## src/rtl/kps_pkg.sv

```systemverilog
package kps_pkg;

    localparam int ROWS = 4;
    localparam int COLS = 4;
    localparam int CODE_W = 4;
    localparam int ROW_W = $clog2(ROWS);

    typedef enum logic [1:0] {
        Q_IDLE,
        Q_PRESS,
        Q_HELD,
        Q_RELEASE
    } qual_state_e;

    typedef struct packed {
        logic [ROW_W-1:0] row;
        logic [COLS-1:0]  cols_n;
    } scan_sample_t;

    // number of low columns is exactly one
    function automatic logic single_low(input logic [COLS-1:0] cols_n);
        return $countones(~cols_n) == 1;
    endfunction

    // index of the lowest low column
    function automatic logic [1:0] low_index(input logic [COLS-1:0] cols_n);
        logic [1:0] idx;
        idx = 2'd0;
        for (int i = COLS - 1; i >= 0; i--) begin
            if (!cols_n[i]) idx = 2'(i);
        end
        return idx;
    endfunction

    // key position to code
    function automatic logic [CODE_W-1:0] key_map(input logic [1:0] row,
                                                  input logic [1:0] col);
        logic [CODE_W-1:0] code;
        if (col == 2'd3)
            code = 4'd10 + 4'(row);
        else if (row != 2'd3)
            code = 4'(row) * 4'd3 + 4'(col) + 4'd1;
        else if (col == 2'd0)
            code = 4'd14;
        else if (col == 2'd1)
            code = 4'd0;
        else
            code = 4'd15;
        return code;
    endfunction

endpackage

```

## src/rtl/kps_prescale.sv

```systemverilog
module kps_prescale #(
    parameter int DIV = 4
) (
    input  logic clk,
    input  logic rst,
    output logic tick_o
);
    localparam int CW = (DIV > 1) ? $clog2(DIV) : 1;

    generate
        if (DIV > 1) begin : g_div
            logic [CW-1:0] cnt;
            always_ff @(posedge clk) begin
                if (rst) begin
                    cnt    <= '0;
                    tick_o <= 1'b0;
                end else begin
                    tick_o <= (cnt == CW'(DIV - 2));
                    cnt    <= (cnt == CW'(DIV - 1)) ? '0 : cnt + 1'b1;
                end
            end

            // ticks are separated by at least one idle cycle
            p_tick_gap_r3: assert property (@(posedge clk) disable iff (rst)
                tick_o |=> !tick_o);
        end else begin : g_every
            always_ff @(posedge clk) begin
                if (rst) tick_o <= 1'b0;
                else     tick_o <= 1'b1;
            end
        end
    endgenerate

endmodule

```

## src/rtl/kps_row_drive.sv

```systemverilog
module kps_row_drive
    import kps_pkg::*;
(
    input  logic             clk,
    input  logic             rst,
    input  logic             tick_i,
    input  logic             hold_i,
    output logic [ROW_W-1:0] row_idx_o,
    output logic [ROWS-1:0]  row_n_o
);
    always_ff @(posedge clk) begin
        if (rst)
            row_idx_o <= '0;
        else if (tick_i && !hold_i)
            row_idx_o <= row_idx_o + 1'b1;
    end

    genvar g;
    generate
        for (g = 0; g < ROWS; g++) begin : g_row
            assign row_n_o[g] = (row_idx_o != ROW_W'(g));
        end
    endgenerate

    // walking zero steps one position per free tick
    p_walk_r2: assert property (@(posedge clk) disable iff (rst)
        (tick_i && !hold_i) |=> row_n_o == {$past(row_n_o[ROWS-2:0]), $past(row_n_o[ROWS-1])});

    // rows frozen while held
    p_freeze_r4: assert property (@(posedge clk) disable iff (rst)
        hold_i |=> $stable(row_n_o));

    // no change without a tick
    p_tick_only_r3: assert property (@(posedge clk) disable iff (rst)
        !tick_i |=> $stable(row_n_o));

endmodule

```

## src/rtl/kps_qualify.sv

```systemverilog
module kps_qualify
    import kps_pkg::*;
#(
    parameter int DEBOUNCE_TICKS = 3
) (
    input  logic              clk,
    input  logic              rst,
    input  logic              tick_i,
    input  logic [ROW_W-1:0]  row_idx_i,
    input  logic [COLS-1:0]   cols_n_i,
    output logic              busy_o,
    output logic              valid_o,
    output logic [CODE_W-1:0] code_o
);
    localparam int CW = $clog2(DEBOUNCE_TICKS + 1);
    localparam logic [CW-1:0] LAST = CW'(DEBOUNCE_TICKS - 1);

    qual_state_e  state;
    scan_sample_t cand;
    scan_sample_t sample;
    logic [CW-1:0] cnt;
    logic          all_high;

    assign sample   = '{row: row_idx_i, cols_n: cols_n_i};
    assign all_high = &cols_n_i;
    assign busy_o   = (state != Q_IDLE);

    always_ff @(posedge clk) begin
        if (rst) begin
            state   <= Q_IDLE;
            cand    <= '0;
            cnt     <= '0;
            valid_o <= 1'b0;
            code_o  <= '0;
        end else begin
            valid_o <= 1'b0;
            if (tick_i) begin
                unique case (state)
                    Q_IDLE: begin
                        if (!all_high) begin
                            cand  <= sample;
                            cnt   <= CW'(1);
                            state <= Q_PRESS;
                        end
                    end
                    Q_PRESS: begin
                        if (sample == cand) begin
                            if (cnt == LAST) begin
                                state <= Q_HELD;
                                if (single_low(cand.cols_n)) begin
                                    valid_o <= 1'b1;
                                    code_o  <= key_map(cand.row, low_index(cand.cols_n));
                                end
                            end else begin
                                cnt <= cnt + 1'b1;
                            end
                        end else if (all_high) begin
                            state <= Q_IDLE;
                        end else begin
                            cand <= sample;
                            cnt  <= CW'(1);
                        end
                    end
                    Q_HELD: begin
                        if (all_high) begin
                            cnt   <= CW'(1);
                            state <= Q_RELEASE;
                        end
                    end
                    Q_RELEASE: begin
                        if (!all_high)
                            state <= Q_HELD;
                        else if (cnt == LAST)
                            state <= Q_IDLE;
                        else
                            cnt <= cnt + 1'b1;
                    end
                    default: state <= Q_IDLE;
                endcase
            end
        end
    end

    // strobe lasts one clock
    p_valid_pulse_r7: assert property (@(posedge clk) disable iff (rst)
        valid_o |=> !valid_o);

    // acceptance only on a sampling tick
    p_valid_on_tick_r6: assert property (@(posedge clk) disable iff (rst)
        valid_o |-> $past(tick_i));

    // code moves only with the strobe
    p_code_hold_r10: assert property (@(posedge clk) disable iff (rst)
        !$stable(code_o) |-> valid_o);

    // an accepted sample had exactly one low column
    p_single_r9: assert property (@(posedge clk) disable iff (rst)
        valid_o |-> $countones(~$past(cols_n_i)) == 1);

endmodule

```

## src/rtl/keypad_scanner.sv

```systemverilog
module keypad_scanner
    import kps_pkg::*;
#(
    parameter int CLK_HZ         = 50_000_000,
    parameter int SCAN_HZ        = 1_000,
    parameter int DEBOUNCE_TICKS = 3
) (
    input  logic       clk,
    input  logic       rst,
    input  logic [3:0] col_n_i,
    output logic [3:0] row_n_o,
    output logic [3:0] key_code_o,
    output logic       key_valid_o
);
    localparam int DIV = CLK_HZ / SCAN_HZ;

    logic             tick;
    logic             busy;
    logic             hold;
    logic [ROW_W-1:0] row_idx;

    assign hold = busy || !(&col_n_i);

    kps_prescale #(.DIV(DIV)) u_pre (
        .clk    (clk),
        .rst    (rst),
        .tick_o (tick)
    );

    kps_row_drive u_rows (
        .clk       (clk),
        .rst       (rst),
        .tick_i    (tick),
        .hold_i    (hold),
        .row_idx_o (row_idx),
        .row_n_o   (row_n_o)
    );

    kps_qualify #(.DEBOUNCE_TICKS(DEBOUNCE_TICKS)) u_qual (
        .clk       (clk),
        .rst       (rst),
        .tick_i    (tick),
        .row_idx_i (row_idx),
        .cols_n_i  (col_n_i),
        .busy_o    (busy),
        .valid_o   (key_valid_o),
        .code_o    (key_code_o)
    );

    // reset state visible one cycle after a reset cycle
    p_reset_r1: assert property (@(posedge clk)
        rst |=> (row_n_o == 4'b1110 && !key_valid_o && key_code_o == 4'd0));

endmodule

```

## config.mk

```make
export PLATFORM = sky130hd
export DESIGN_NAME = keypad_scanner
export DESIGN_NICKNAME = d
export VERILOG_FILES = /design/src/rtl/kps_pkg.sv /design/src/rtl/kps_prescale.sv /design/src/rtl/kps_row_drive.sv /design/src/rtl/kps_qualify.sv /design/src/rtl/keypad_scanner.sv
export SDC_FILE = /design/constraint.sdc
export NUM_CORES = 1
export LEC_CHECK = 0
export ABC_CLOCK_PERIOD_IN_PS = 6450
export BUFFER_PORTS_ARGS = -buffer_cell sky130_fd_sc_hd__buf_2
export CAP_MARGIN = 40
export CORE_AREA = 2 2 60 62
export DETAILED_ROUTE_END_ITERATION = 8
export DIE_AREA = 0 0 62 64
export PLACE_DENSITY = 0.78
export SETUP_SLACK_MARGIN = 0.02
export SLEW_MARGIN = 20
export SYNTH_ARGS = -nofsm -noshare
export SYNTH_HDL_FRONTEND = slang
export SYNTH_SLANG_ARGS = --single-unit
export TNS_END_PERCENT = 20
```

## constraint.sdc

```tcl
create_clock -name clk -period 6.45 [get_ports clk]
set_input_delay 0.3225 -clock clk [delete_from_list [all_inputs] [get_ports clk]]
set_output_delay 0.3225 -clock clk [all_outputs]
set_load 0.01 [all_outputs]
```

### Yosys cells after proc, flatten, opt, wreduce, memory -nomap -nowiden

Index checks and enable logic that the tools add are counted.

| operators by class | value |
|---|---|
| add/subtract/negate cells | 9 |
| multipliers | 1 |
| equal/unequal tests | 21 |
| muxes and demuxes | 32 |
| bitwise operators | 5 |
| reductions and logical operators | 16 |

Operators by type and width:

| kind | number |
|---|---|
| $mux W2 | 22 |
| $add A32 B32 Y32 | 1 |
| $eq A16 B16 Y1 const B | 2 |
| $eq A32 B2 Y1 const B | 1 |
| $add A16 B1 Y16 const B | 1 |
| $mux W4 | 4 |
| $pmux W2 S4 | 2 |
| $mux W6 | 2 |
| $pmux W6 S2 | 1 |
| $ne A2 B2 Y1 const B | 5 |
| $eq A2 B2 Y1 const B | 4 |
| $eq A6 B6 Y1 | 1 |
| $ne A2 B1 Y1 const B | 3 |
| $ne A3 B3 Y1 const B | 2 |
| $reduce_and A3 Y1 | 2 |
| $reduce_and A6 Y1 | 1 |
| $reduce_bool A2 Y1 | 3 |
| $reduce_and A5 Y1 | 1 |
| $reduce_or A5 Y1 | 1 |
| $add A1 B1 Y2 | 2 |
| $add A2 B1 Y2 const B | 2 |
| $add A4 B1 Y4 const B | 1 |
| $add A4 B2 Y4 | 1 |
| $add A4 B2 Y4 const A | 1 |
| other kinds (12) | 18 |

| storage, ports and cells | value |
|---|---|
| register bits | 34 |
| output and inout bits | 9 |
| logic and storage cells | 93 |

### Longest topological paths before layout

| logic depth | value |
|---|---|
| word-level depth | 15 |
| mapped depth | 10 |
| gate-level depth less buffers | 10 |

### Modules after synthesis

A second synthesis with hierarchy kept.

| second synthesis, totals | value |
|---|---|
| cells, all modules | 237 |
| area, all modules | 2,138.3 µm² |

Modules (own cells, without submodules):

| module | instances | cells each | area each (µm²) |
|---|---|---|---|
| kps_qualify | 1 | 132 | 1,106.1 |
| kps_prescale | 1 | 85 | 849.6 |
| kps_row_drive | 1 | 18 | 170.2 |
| keypad_scanner | 1 | 2 | 12.5 |

### Worst setup path after synthesis

OpenSTA, ideal clock, no wires.

| timing path | value |
|---|---|
| path type | register -> register |
| from | register u_qual.cand[2] (netlist name) |
| to | register u_qual.code_o[2] |
| setup time | 128 ps |
| data arrival time | 2,245 ps |
| required time | 6,322 ps |
| setup slack | 4,077 ps |
| cell stages (with the launch flop) | 10 |
| clock period less this slack | 2,373 ps |
| cell sequence | dfxtp_1 ha_1 nor3_1 fa_1 fa_1 xor2_1 o211ai_1 o21ai_0 mux2i_1 nor2_1 |

| on the way | value |
|---|---|
| cells in the longest elaborated chain, start to end | 14 |
| elaborated cells on any way between the ends | 24 |

RTL lines:

| what | line | source |
|---|---|---|
| from (decl) | kps_qualify.sv:19 | `scan_sample_t cand;` |
| from (signal assigned) | kps_qualify.sv:41 | `cand <= sample;` |
| from (signal assigned) | kps_qualify.sv:60 | `cand <= sample;` |
| parallel branches: the longest is 14 deep, another holds $add A4 B2 Y4 | n/a |  |
| to (signal assigned) | kps_qualify.sv:52 | `code_o <= key_map(cand.row, low_index(cand.cols_n));` |
| to (decl) | kps_qualify.sv:13 | `output logic [CODE_W-1:0] code_o` |

Parallel ways; which one is timed is not known. The select of a mux whose other input is x is not followed.
A chain may end at the register's enable or synchronous reset.

### Final worst setup path

| timing path | value |
|---|---|
| from | register u_qual.cand[0] (netlist name) |
| to | register u_qual.code_o[2] |

| on the way | value |
|---|---|
| cells in the longest elaborated chain, start to end | 12 |
| elaborated cells on any way between the ends | 22 |

RTL lines:

| what |
|---|
| parallel branches: the longest is 12 deep, another holds $add A4 B2 Y4 |

Parallel ways; which one is timed is not known. The select of a mux whose other input is x is not followed.

==> report_table.html <==
<table>
<tr><th>Metric</th><th>Value</th></tr>
<tr><th colspan="2">Run status</th></tr>
<tr><td>Result of the run</td><td>complete, no violations</td></tr>
<tr><th colspan="2">Global routing</th></tr>
<tr><td>Remaining global-route overflow</td><td>0</td></tr>
<tr><td>Met2 track demand over resource</td><td>28.3%</td></tr>
<tr><td>Number of antenna violations at the first check in global routing</td><td>0</td></tr>
<tr><td>Total global routing track utilization</td><td>20.5%</td></tr>
<tr><td>Vias in the first global route</td><td>1,399</td></tr>
<tr><td>Largest net degree at the start of global routing</td><td>23</td></tr>
<tr><td>Global-route wire length before repair</td><td>6180 um</td></tr>
<tr><td>Busiest metal layer after global routing</td><td>met1</td></tr>
<tr><td>Fraction of met3 tracks used by global routing</td><td>4.86%</td></tr>
<tr><td>Met1 Usage GRT</td><td>30.0%</td></tr>
<tr><th colspan="2">Placement</th></tr>
<tr><td>Placement Setup Slack</td><td>3.91 ns</td></tr>
<tr><td>Total placed cells including tap cells</td><td>290</td></tr>
<tr><td>Count of port buffers added during placement</td><td>14</td></tr>
<tr><td>Gp weighted congestion</td><td>0.801</td></tr>
<tr><td>Placed Area</td><td>2130 um2</td></tr>
<tr><td>Total half-perimeter wirelength after legalization and detailed placement</td><td>2620 um</td></tr>
<tr><th colspan="2">Pwr</th></tr>
<tr><td>Power Internal</td><td>0.269 mW</td></tr>
<tr><td>Relative contribution of the clock network to total power</td><td>35.3%</td></tr>
<tr><td>Power dissipated by switching net loads</td><td>0.0824 mW</td></tr>
<tr><td>Total power density per cell area</td><td>160 nW/um2</td></tr>
<tr><td>Maximum VDD drop</td><td>99.1 uV</td></tr>
<tr><td>Pwr Total</td><td>0.351 mW</td></tr>
<tr><td>Switching power as a share of total power</td><td>23.5%</td></tr>
<tr><td>Standby leakage power</td><td>0.945 nW</td></tr>
<tr><td>Relative contribution of sequential cells to total power</td><td>60.7%</td></tr>
<tr><td>Logic gate share of total power</td><td>4.0%</td></tr>
<tr><th colspan="2">Timing</th></tr>
<tr><td>Fmax</td><td>387 MHz</td></tr>
<tr><td>Worst slew slack as a fraction of its limit</td><td>52.6%</td></tr>
<tr><td>Shortest period the worst path allows</td><td>2.58 ns</td></tr>
<tr><td>Final-report hold violation count</td><td>0</td></tr>
<tr><td>Setup tns final</td><td>0 ns</td></tr>
<tr><td>Transition at the pin with the smallest max-transition slack</td><td>0.704 ns</td></tr>
<tr><td>Final Skew</td><td>0.00945 ns</td></tr>
<tr><td># setup viols final</td><td>0</td></tr>
<tr><td>Worst path setup slack after routing</td><td>3.87 ns</td></tr>
<tr><td>Slew Limit Fails</td><td>0</td></tr>
<tr><td>Part of the cycle the worst path needs</td><td>40.0%</td></tr>
<tr><td>Worst Hold Slack</td><td>0.276 ns</td></tr>
<tr><td>Setup repair after global routing missed its margin</td><td>false</td></tr>
<tr><th colspan="2">Routing</th></tr>
<tr><td>Average wire length per cell after detail routing</td><td>12.0 um</td></tr>
<tr><td>Total number of vias</td><td>1,610</td></tr>
<tr><td>DRC errors left</td><td>0</td></tr>
<tr><td>Per-cell via count in the routed design</td><td>5.40</td></tr>
<tr><td>First drt pass iteration count</td><td>4</td></tr>
<tr><td>Total wirelength of the detailed-routed design</td><td>3560 um</td></tr>
<tr><td>DRT antenna net count</td><td>0</td></tr>
<tr><td>Starting DRT DRC Count</td><td>72</td></tr>
<tr><th colspan="2">Clocking</th></tr>
<tr><td>H-tree lvl count</td><td>2</td></tr>
<tr><td>Worst-case clock buffer depth</td><td>2</td></tr>
<tr><td>Sinks on Clock Net</td><td>34</td></tr>
<tr><td>Number of cells upsized or downsized after cts</td><td>0</td></tr>
<tr><td>Clock edge transition at the registers on the reported setup and hold paths</td><td>0.10 ns</td></tr>
<tr><td>Cts-stage hold buffer count</td><td>0</td></tr>
<tr><td>CTS tree</td><td>yes</td></tr>
<tr><td>Later-pin clock latency in the skew report</td><td>0.34 ns</td></tr>
<tr><td>Number of buffers created by CTS</td><td>5</td></tr>
<tr><td>Root cell of the clock tree</td><td>clkbuf_4</td></tr>
<tr><td>Post-CTS setup buffers</td><td>0</td></tr>
<tr><th colspan="2">Cells and area</th></tr>
<tr><td>Signed area change from the synthesized netlist to the final layout</td><td>7.81%</td></tr>
<tr><td>Area of the multi-input gates</td><td>1240 um2</td></tr>
<tr><td>Number of nets in the finished design</td><td>279</td></tr>
<tr><td>Finished layout cell area</td><td>2190 um2</td></tr>
<tr><td>Number of fill cells</td><td>277</td></tr>
<tr><td>Count of non-filler cells in the finished layout</td><td>298</td></tr>
<tr><td>Layout cells sized above 1</td><td>9.92%</td></tr>
<tr><td>Final core utilization</td><td>66.8%</td></tr>
<tr><td>Storage element area</td><td>681 um2</td></tr>
<tr><td>Antenna fix cells</td><td>0</td></tr>
<tr><th colspan="2">Die</th></tr>
<tr><td>Die ar.</td><td>3970 um2</td></tr>
<tr><td>Standard-cell row count</td><td>21</td></tr>
<tr><td>Area of the core</td><td>3280 um2</td></tr>
<tr><td>Chip Width</td><td>62 um</td></tr>
<tr><td>Effective utilization at floorplan</td><td>61.9%</td></tr>
<tr><td>Count of boundary I/O pins</td><td>15</td></tr>
<tr><td>Overall die height</td><td>64 um</td></tr>
<tr><th colspan="2">Logic synthesis</th></tr>
<tr><td>Synthesized Nets</td><td>265</td></tr>
<tr><td>Warnings, synthesis</td><td>0</td></tr>
<tr><td>Synthesized flop and latch total</td><td>34</td></tr>
<tr><td>EDFF count, synth</td><td>0</td></tr>
<tr><td>Synthesized netlist cell count</td><td>237</td></tr>
<tr><td>Primary flip-flop cell chosen by synthesis mapping</td><td>dfxtp_1</td></tr>
<tr><td>Mean instance size in the synthesized netlist</td><td>8.58 um2</td></tr>
<tr><td>Number of distinct standard cells referenced by the synthesized netlist</td><td>40</td></tr>
<tr><td>Fraction of synthesis flops using an asynchronous set or reset pin</td><td>0%</td></tr>
<tr><td>Proportion of synthesized chip area in sequential cells</td><td>33.5%</td></tr>
<tr><td>Area of the mapped netlist</td><td>2030 um2</td></tr>
<tr><th colspan="2">Run</th></tr>
<tr><td>Max capacitance violation total</td><td>0</td></tr>
<tr><th colspan="2">Worst setup path</th></tr>
<tr><td>Setup slack on the worst flop-to-flop path</td><td>3.87 ns</td></tr>
<tr><td>Worst path arrival time</td><td>2.80 ns</td></tr>
<tr><td>Endpoint kind of the worst setup timing path</td><td>register</td></tr>
<tr><td>Kind of critical path</td><td>reg2reg</td></tr>
<tr><td>Required time reported for the critical path endpoint</td><td>6.67 ns</td></tr>
<tr><td>CP Launch Type</td><td>register</td></tr>
<tr><td>Largest fanout on the critical path</td><td>7</td></tr>
<tr><th colspan="2">Hold path</th></tr>
<tr><td>Classification of the worst-slack hold path</td><td>in2reg</td></tr>
</table>
per-layer routing:
| layer | vias to the layer above | routed length (um) |
|---|---|---|
| met5 | - | 0 |
| met2 | 39 | 1500 |
| li1 | 827 | - |
| met1 | 735 | 1850 |
| met4 | 0 | 65 |
| met3 | 9 | 151 |
cell usage in the layout, fill, tap and decap left out, types with 2 or more instances in the layout:
cell type,instances
nor2_1,40
dfxtp_1,34
inv_1,22
ha_1,19
nand2_1,18
xnor2_1,14
buf_2,14
mux2i_1,11
nand3_1,7
xor2_1,7
nand2b_1,6
o21ai_0,5
clkbuf_4,5
and3_1,4
a21oi_1,4
nor3_1,3
nor4_1,3
nand4_1,3
o31ai_1,3
fa_1,3
a211oi_1,2
a311oi_1,2
or3_1,2
nor2b_1,2
o211a_1,2
final cells by class:
type / instances / area share [%]
repair buffers: 14 / 3.19
clock inverters: 1 / 0.228
well taps: 46 / 2.62
inverters: 22 / 3.76
flip-flops and latches: 34 / 31.0
multi-input cells: 174 / 56.6
clock buffers: 7 / 2.51
critical path, stage by stage, from the launching register on:
cell and delay [ns]:
dfxtp_1 0.47, inv_1 0.10, nor3_1 0.36, fa_1 0.51
fa_1 0.42, xor2_1 0.17, o211ai_1 0.14, o21ai_0 0.10
mux2i_1 0.14, nor2_1 0.05
final timing paths:
kind,from,end,cells after the start
worst min register to register,u_qual.code_o[0],u_qual.code_o[0],2
worst min-delay path,col_n_i[1],u_qual.cand[1],3
worst max register to register,u_qual.cand[0],u_qual.code_o[2],9
worst max-delay path,u_qual.cand[0],u_qual.code_o[2],9
registers in the layout, summed over array words and instances (netlist names):
name              count
u_pre.g_div.cnt      16
u_qual.cand           6
u_qual.code_o         4
u_qual.cnt            2
u_qual.state          2
u_rows.row_idx_o      2
u_pre.tick_o          1
u_qual.valid_o        1
kinds of logic (layout without fill, tap and decap cells):
group / Yosys count / in the layout / share of synthesized area [%]
muxes: 11 / 11 / 5.41
and+or+nand+nor: 96 / 96 / 23.6
DFF: 34 / 34 / 33.5
adders and majority gates: 22 / 22 / 14.6
buffers and inverters: 29 / 44 / 5.47
AOI/OAI and AO/OA: 24 / 24 / 8.36
xor gates and xnor gates: 21 / 21 / 9.04
power by group through the flow:
stage / clock (mW) / combinational [mW] / sequential (mW)
floorplan: 0 / 0.00939 / 0.218
global placement: 0 / 0.0140 / 0.218
detailed placement: 0 / 0.0140 / 0.218
CTS: 0.128 / 0.0141 / 0.213
global route: 0.137 / 0.0157 / 0.214
finish: 0.124 / 0.0140 / 0.213
cell usage after synthesis (2+ instances only):
cell / count / share of area [%]
nor2_1: 40 / 7.4
dfxtp_1: 34 / 33
inv_1: 22 / 4.1
ha_1: 19 / 12
nand2_1: 18 / 3.3
xnor2_1: 14 / 6.0
mux2i_1: 11 / 5.4
nand3_1: 7 / 1.7
xor2_1: 7 / 3.0
nand2b_1: 6 / 1.8
o21ai_0: 5 / 1.2
a21oi_1: 4 / 0.98
and3_1: 4 / 1.2
clkbuf_1: 4 / 0.74
fa_1: 3 / 3.0
nand4_1: 3 / 0.92
nor3_1: 3 / 0.74
nor4_1: 3 / 0.92
o31ai_1: 3 / 1.1
a211oi_1: 2 / 0.74
a311oi_1: 2 / 0.86
buf_2: 2 / 0.49
nor2b_1: 2 / 0.61
o211a_1: 2 / 0.98
or3_1: 2 / 0.61
Note: power is estimated with default switching activity, not from simulation.
